File: src/rtl/timer_pkg.sv
package timer_pkg;
  localparam int unsigned CNT_W = 16;
  localparam int unsigned PS_W  = 4;
  localparam int unsigned BUS_W = 16;

  typedef struct packed {
    logic           pwr_dn;
    logic           reload;
    logic           run;
    logic [PS_W-1:0] pscale;
  } tmr_ctrl_t;

  localparam int unsigned CTRL_W = $bits(tmr_ctrl_t);

  localparam logic ADDR_CNT = 1'b0;
  localparam logic ADDR_CTL = 1'b1;
endpackage

File: src/rtl/timer_prescaler.sv
module timer_prescaler #(
  parameter int unsigned PS_W = 4,
  localparam int unsigned NSEL = 2 ** PS_W,
  localparam int unsigned DIV_W = NSEL
) (
  input  logic            clk_i,
  input  logic            rst_ni,
  input  logic            en_i,
  input  logic            clr_i,
  input  logic [PS_W-1:0] sel_i,
  output logic            tick_o
);
  logic [DIV_W-1:0] limit_tbl [NSEL];
  logic [DIV_W-1:0] div_q;
  logic [DIV_W-1:0] limit;

  // limit for code g is 2^(g+1)-1: the low g+1 bits set
  for (genvar g = 0; g < NSEL; g++) begin : g_lim
    assign limit_tbl[g] = {{(DIV_W-1-g){1'b0}}, {(g+1){1'b1}}};
  end

  assign limit  = limit_tbl[sel_i];
  assign tick_o = en_i && (div_q == limit);

  always_ff @(posedge clk_i or negedge rst_ni) begin
    if (!rst_ni)     div_q <= '0;
    else if (clr_i)  div_q <= '0;
    else if (en_i)   div_q <= tick_o ? '0 : div_q + 1'b1;
  end

  AST_DIV_BOUND: assert property (@(posedge clk_i) disable iff (!rst_ni)
    div_q <= limit);
  AST_DIV_HOLD: assert property (@(posedge clk_i) disable iff (!rst_ni)
    (!en_i && !clr_i) |=> $stable(div_q));
endmodule

File: src/rtl/timer_counter.sv
module timer_counter #(
  parameter int unsigned CNT_W = 16
) (
  input  logic             clk_i,
  input  logic             rst_ni,
  input  logic             load_i,
  input  logic [CNT_W-1:0] load_val_i,
  input  logic             tick_i,
  input  logic             reload_i,
  output logic [CNT_W-1:0] cnt_o,
  output logic             zero_o
);
  logic [CNT_W-1:0] cnt_q, per_q;
  logic             cnt_is_zero;

  assign cnt_is_zero = (cnt_q == '0);
  assign cnt_o       = cnt_q;

  always_ff @(posedge clk_i or negedge rst_ni) begin
    if (!rst_ni) begin
      cnt_q  <= '0;
      per_q  <= '0;
      zero_o <= 1'b0;
    end else begin
      zero_o <= 1'b0;
      if (load_i) begin
        cnt_q <= load_val_i;
        per_q <= load_val_i;
      end else if (tick_i) begin
        if (!cnt_is_zero) begin
          cnt_q  <= cnt_q - 1'b1;
          zero_o <= (cnt_q == CNT_W'(1));
        end else if (reload_i) begin
          cnt_q <= per_q;
        end
      end
    end
  end

  AST_DEC_BY_ONE: assert property (@(posedge clk_i) disable iff (!rst_ni)
    (tick_i && !load_i && !cnt_is_zero) |=> cnt_q == $past(cnt_q) - 1'b1);
  AST_STOP_AT_ZERO: assert property (@(posedge clk_i) disable iff (!rst_ni)
    (tick_i && !load_i && cnt_is_zero && !reload_i) |=> cnt_q == '0);
  AST_RELOAD_PERIOD: assert property (@(posedge clk_i) disable iff (!rst_ni)
    (tick_i && !load_i && cnt_is_zero && reload_i) |=> cnt_q == $past(per_q));
  AST_IDLE_HOLD: assert property (@(posedge clk_i) disable iff (!rst_ni)
    (!tick_i && !load_i) |=> $stable(cnt_q) && $stable(per_q));
  AST_PULSE_AT_ZERO: assert property (@(posedge clk_i) disable iff (!rst_ni)
    zero_o |-> cnt_is_zero);
endmodule

File: src/rtl/prescaled_down_timer.sv
module prescaled_down_timer
  import timer_pkg::*;
(
  input  logic             clk_i,
  input  logic             rst_ni,
  input  logic             sel_i,
  input  logic             wr_i,
  input  logic             addr_i,
  input  logic [BUS_W-1:0] wdata_i,
  output logic [BUS_W-1:0] rdata_o,
  input  logic             ext_pd_i,
  output logic             zero_pulse_o
);
  tmr_ctrl_t        ctrl_q;
  logic             powered, run_en;
  logic             wr_cnt, wr_ctl, rd_sel;
  logic             tick;
  logic [CNT_W-1:0] cnt;

  assign powered = !ctrl_q.pwr_dn && !ext_pd_i;
  assign run_en  = powered && ctrl_q.run;
  assign rd_sel  = sel_i && !wr_i;
  assign wr_ctl  = sel_i && wr_i && (addr_i == ADDR_CTL);
  assign wr_cnt  = sel_i && wr_i && (addr_i == ADDR_CNT) && powered;

  always_ff @(posedge clk_i or negedge rst_ni) begin
    if (!rst_ni)      ctrl_q <= '0;
    else if (wr_ctl)  ctrl_q <= tmr_ctrl_t'(wdata_i[CTRL_W-1:0]);
  end

  timer_prescaler #(.PS_W(PS_W)) u_presc (
    .clk_i  (clk_i),
    .rst_ni (rst_ni),
    .en_i   (run_en),
    .clr_i  (wr_cnt || wr_ctl),
    .sel_i  (ctrl_q.pscale),
    .tick_o (tick)
  );

  timer_counter #(.CNT_W(CNT_W)) u_cnt (
    .clk_i      (clk_i),
    .rst_ni     (rst_ni),
    .load_i     (wr_cnt),
    .load_val_i (wdata_i[CNT_W-1:0]),
    .tick_i     (tick),
    .reload_i   (ctrl_q.reload),
    .cnt_o      (cnt),
    .zero_o     (zero_pulse_o)
  );

  always_comb begin
    rdata_o = '0;
    if (rd_sel) begin
      if (addr_i == ADDR_CTL) rdata_o = BUS_W'(ctrl_q);
      else if (powered)       rdata_o = BUS_W'(cnt);
    end
  end

  AST_WR_BLOCKED: assert property (@(posedge clk_i) disable iff (!rst_ni)
    (sel_i && wr_i && addr_i == ADDR_CNT && !powered) |=> $stable(cnt));
  AST_PD_RETAIN: assert property (@(posedge clk_i) disable iff (!rst_ni)
    !powered |=> $stable(cnt));
  AST_NO_TICK_OFF: assert property (@(posedge clk_i) disable iff (!rst_ni)
    tick |-> (powered && ctrl_q.run));
  AST_PULSE_SINGLE: assert property (@(posedge clk_i) disable iff (!rst_ni)
    zero_pulse_o |=> !zero_pulse_o);
endmodule

File: config.mk
export PLATFORM = sky130hd
export DESIGN_NAME = prescaled_down_timer
export DESIGN_NICKNAME = d
export VERILOG_FILES = /design/src/rtl/timer_pkg.sv /design/src/rtl/timer_prescaler.sv /design/src/rtl/timer_counter.sv /design/src/rtl/prescaled_down_timer.sv
export SDC_FILE = /design/constraint.sdc
export NUM_CORES = 1
export LEC_CHECK = 0
export ABC_AREA = 0
export BUFFER_PORTS_ARGS = -buffer_cell sky130_fd_sc_hd__buf_2
export CAP_MARGIN = 10
export CORE_UTILIZATION = 59
export CTS_CLUSTER_DIAMETER = 40
export DETAILED_ROUTE_END_ITERATION = 8
export GPL_ROUTABILITY_DRIVEN = 0
export PLACE_DENSITY = 0.8
export SLEW_MARGIN = 40
export SYNTH_ARGS = -nofsm -noshare
export SYNTH_HDL_FRONTEND = slang
export SYNTH_SLANG_ARGS = --single-unit
File: constraint.sdc
create_clock -name clk_i -period 3.5 [get_ports clk_i]
set_input_delay 0.7 -clock clk_i [delete_from_list [all_inputs] [get_ports clk_i]]
set_output_delay 0.7 -clock clk_i [all_outputs]
set_load 0.02 [all_outputs]
==> results.json <==
{
  "synth_cells": 431,
  "cts.sinks": 56,
  "synthDistinctLibCells": 56,
  "synth_top_family_by_area": "simple AND/OR/NAND/NOR gates",
  "first_pass_iters": 5,
  "yosys-top-cells-area": "dfrtp_1 (40%), nand2_1 (6.8%), nor2_1 (5.2%)",
  "yosys-top-cells-count": "nand2_1 (64), dfrtp_1 (56), nor2_1 (49)",
  "nNetsFinal": 484,
  "syn_to_final_growth_pct": 8.78,
  "yosys.area.top_type": "dfrtp_1",
  "synth_nets": 457,
  "die_w_um": 79.4,
  "cp_common_cell": "o21ai_0",
  "clock_latency_ns": 0.31,
  "wl_per_cell_um": 16.9,
  "cp_cell_sequence": "nor2_1 > a211o_1 > a221o_1 > or4_4 > a2111o_1 > buf_4 > o21ai_0 > o21ai_0",
  "cts_tree": "built",
  "finalCritPeriodShare": 0.872,
  "viasPerCell": 6.39,
  "synth_edf_count": 0,
  "antenna_cells": 0,
  "end_kind": "register",
  "fp.coreArea_um2": 5640,
  "regToRegSetupSlack_ns": 0.45,
  "clk_pin_slew_worst_paths_ns": 0.10,
  "max-slew-margin-rel": 0.514,
  "fmax_ghz": 0.328,
  "dpl.hpwl_um": 6410,
  "holdCritPathClass": "primary input to asynchronous set/reset pin",
  "arrival_ns": 3.25,
  "synth_top_area_frac": 0.397,
  "cts_hold_buf": 0,
  "dieHeight_um": 79.4,
  "antenna_found_initial": 0,
  "yosys_warnings": 0,
  "grt_max_degree": 45,
  "final_max_slew_viol_count": 0,
  "synth.most_common_cell": "nand2_1",
  "critPathSlowestCell": "dfrtp_1",
  "cts_resized": 0,
  "outcome": "finished, final reports clean",
  "finClkSkew_ns": 0.00562,
  "htree_levels": 2,
  "io_pins": 39,
  "async_flop_share": 1.00,
  "dieArea_um2": 6300,
  "yosys.area_share.simple": 0.272,
  "clockBufferDepth": 2,
  "start_util": 0.626,
  "finalHoldViolCount": 0,
  "cts_setup_buffers": 0,
  "power.leakage_nw": 1.78,
  "dr.first_iter.drc_count": 394,
  "cpPeakStageDelay_ns": 0.72,
  "fin_ws_ns": 0.449,
  "finalSetupViolCount": 0,
  "r2r-start": "ctrl_q[1]$_DFFE_PN0P_",
  "r2r_cells": 8,
  "synth_area_um2": 3530,
  "synth_fa_ha_area_frac": 0.0142,
  "tns_ns": 0,
  "critPathKind": "register to register",
  "vias": 3392,
  "synth_top_flop_cell": "dfrtp_1",
  "worstMarginPinSlew_ns": 0.728,
  "yosysSeqAreaShare": 0.397,
  "worstPathRequired_ns": 3.70,
  "grt_pass1_wl_um": 15000,
  "synth_compound_area_frac": 0.188,
  "grt_util_all_layers": 0.306,
  "drive_above_1_share": 0.148,
  "post-place-ws_ns": 0.410,
  "cts_root_buf": "clkbuf_8",
  "ys_ff_latch": 56,
  "ir_drop_v": 0.000260,
  "first_global_vias": 3165,
  "placementRows": 27,
  "r2r_end": "u_cnt.cnt_o[3]$_DFFE_PN0P_",
  "drcViolationCount": 0,
  "rsz0062_at_grt": "false",
  "cts_buffers": 5,
  "avgSynthCellArea_um2": 8.20,
  "ant_nets": 0,
  "path_max_fanout": 17,
  "synth-xor-area-share": 0.0397,
  "drt_wl_total_um": 8990,
  "io_buffers": 38,
  "synthMuxAreaShare": 0.0365,
  "fin_crit_ns": 3.05,
  "pwr_density_cell_nw_per_um2": 433,
  "cp-start-kind": "register",
  "grt-ovfl-total": 0,
  "max-cap-violations": 0
}
sequential cells by signal, indices dropped and copies added, names as in the netlist:
signal         cells
u_presc.div_q     16
ctrl_q             7
u_cnt.zero_o       1
u_cnt.cnt_o       16
u_cnt.per_q       16
per-layer routing:
metal / up-vias / share of wire / track usage
met5: - / 0 / 0
met4: 0 / 0.022 / 0.115
met3: 28 / 0.077 / 0.0480
met2: 177 / 0.47 / 0.482
met1: 1601 / 0.43 / 0.426
li1: 1586 / - / -
power breakdown:
group	switching [mW]	internal, mW	total [mW]
logic	0.223	0.178	0.401
clock network	0.217	0.162	0.379
registers	0.144	0.739	0.883
worst max path at each step:
| stage | from | endpoint | slack, ns | depth (start not counted) |
|---|---|---|---|---|
| after global routing | ctrl_q[1]$_DFFE_PN0P_ | u_presc.div_q[15]$_DFFE_PN0P_ | 0.24 | 8 |
| after detailed placement | ext_pd_i | u_cnt.cnt_o[3]$_DFFE_PN0P_ | 0.41 | 9 |
| after floorplan | addr_i | rdata_o[10] | 0.70 | 4 |
| final | ctrl_q[1]$_DFFE_PN0P_ | u_cnt.cnt_o[3]$_DFFE_PN0P_ | 0.45 | 8 |
| after CTS | ctrl_q[1]$_DFFE_PN0P_ | u_cnt.cnt_o[3]$_DFFE_PN0P_ | 0.46 | 8 |
| after global placement | ext_pd_i | u_presc.div_q[15]$_DFFE_PN0P_ | 0.45 | 9 |
through the flow:
stage / util / hold slack, ns / power [mW] / cell area [um2] / std cells
6_report: 0.681 / 0.374 / 1.66 / 3840 / 531
5_1_grt: 0.681 / 0.415 / 1.76 / 3840 / 531
4_1_cts: 0.681 / 0.397 / 1.66 / 3840 / 531
3_5_place_dp: 0.665 / 0.464 / 1.29 / 3750 / 523
3_3_place_gp: 0.664 / 0.459 / 1.26 / 3750 / 523
2_1_floorplan: - / 0.404 / 1.17 / 3530 / 431
logic make-up (layout without fill, tap and decap cells):
| family | count (synthesis) | after routing |
|---|---|---|
| AND/OR/NAND/NOR | 198 | 198 |
| XOR/XNOR | 16 | 16 |
| buffers and inverters | 40 | 68 |
| adder cells (fa/ha/maj) | 4 | 4 |
| multiplexers | 12 | 12 |
| flip-flops | 56 | 56 |
| AO/OA/AOI/OAI | 105 | 105 |
layout make-up:
type / instances / area [um2]
multi-input combinational: 335 / 1950
sequential: 56 / 1400
fill: 468 / 1800
tap: 72 / 90.1
timing repair buffer: 48 / 268
clock buffer: 7 / 86.3
clock inverter: 1 / 7.51
inverter: 12 / 45.0
cell usage in the layout (no fill, tap or decap), types with 2 or more instances in the layout:
| cell | Yosys | layout |
|---|---|---|
| o21ai_1 | 2 | 2 |
| o32ai_1 | 3 | 3 |
| clkbuf_8 | 0 | 6 |
| inv_1 | 12 | 12 |
| a21oi_1 | 25 | 25 |
| mux2i_1 | 5 | 5 |
| ha_1 | 4 | 4 |
| nor3b_1 | 2 | 2 |
| o22ai_1 | 4 | 4 |
| or3_1 | 3 | 3 |
| nor3_2 | 2 | 2 |
| dfrtp_1 | 56 | 56 |
| nand4_1 | 11 | 11 |
| nand2_1 | 64 | 64 |
| nand2b_1 | 4 | 4 |
| xnor2_1 | 8 | 8 |
| xor2_1 | 8 | 8 |
| and3_1 | 5 | 5 |
| mux2_2 | 7 | 7 |
| buf_2 | 2 | 37 |
| nor3_1 | 13 | 13 |
| a211o_1 | 2 | 2 |
| a31oi_1 | 8 | 8 |
| nor4_1 | 5 | 5 |
| o31ai_1 | 3 | 3 |
| a21o_1 | 4 | 4 |
| a22oi_1 | 7 | 7 |
| o21ai_0 | 30 | 30 |
| or4b_1 | 2 | 2 |
| or4_1 | 3 | 3 |
| o21a_1 | 2 | 2 |
| buf_4 | 3 | 11 |
| o211ai_1 | 3 | 3 |
| nor4b_1 | 2 | 2 |
| nor2_1 | 49 | 49 |
| nand3_1 | 14 | 14 |
| and2_1 | 13 | 13 |
| o211a_1 | 2 | 2 |
worst max-delay path: cells and delay by family (launching register included):
kind	cells	cell delay (ns)
AO/OA/AOI/OAI	5	1.33
buffers and inverters	1	0.24
flip-flops	1	0.72
AND/OR/NAND/NOR	2	0.63
(Power assumes the default switching activity.)
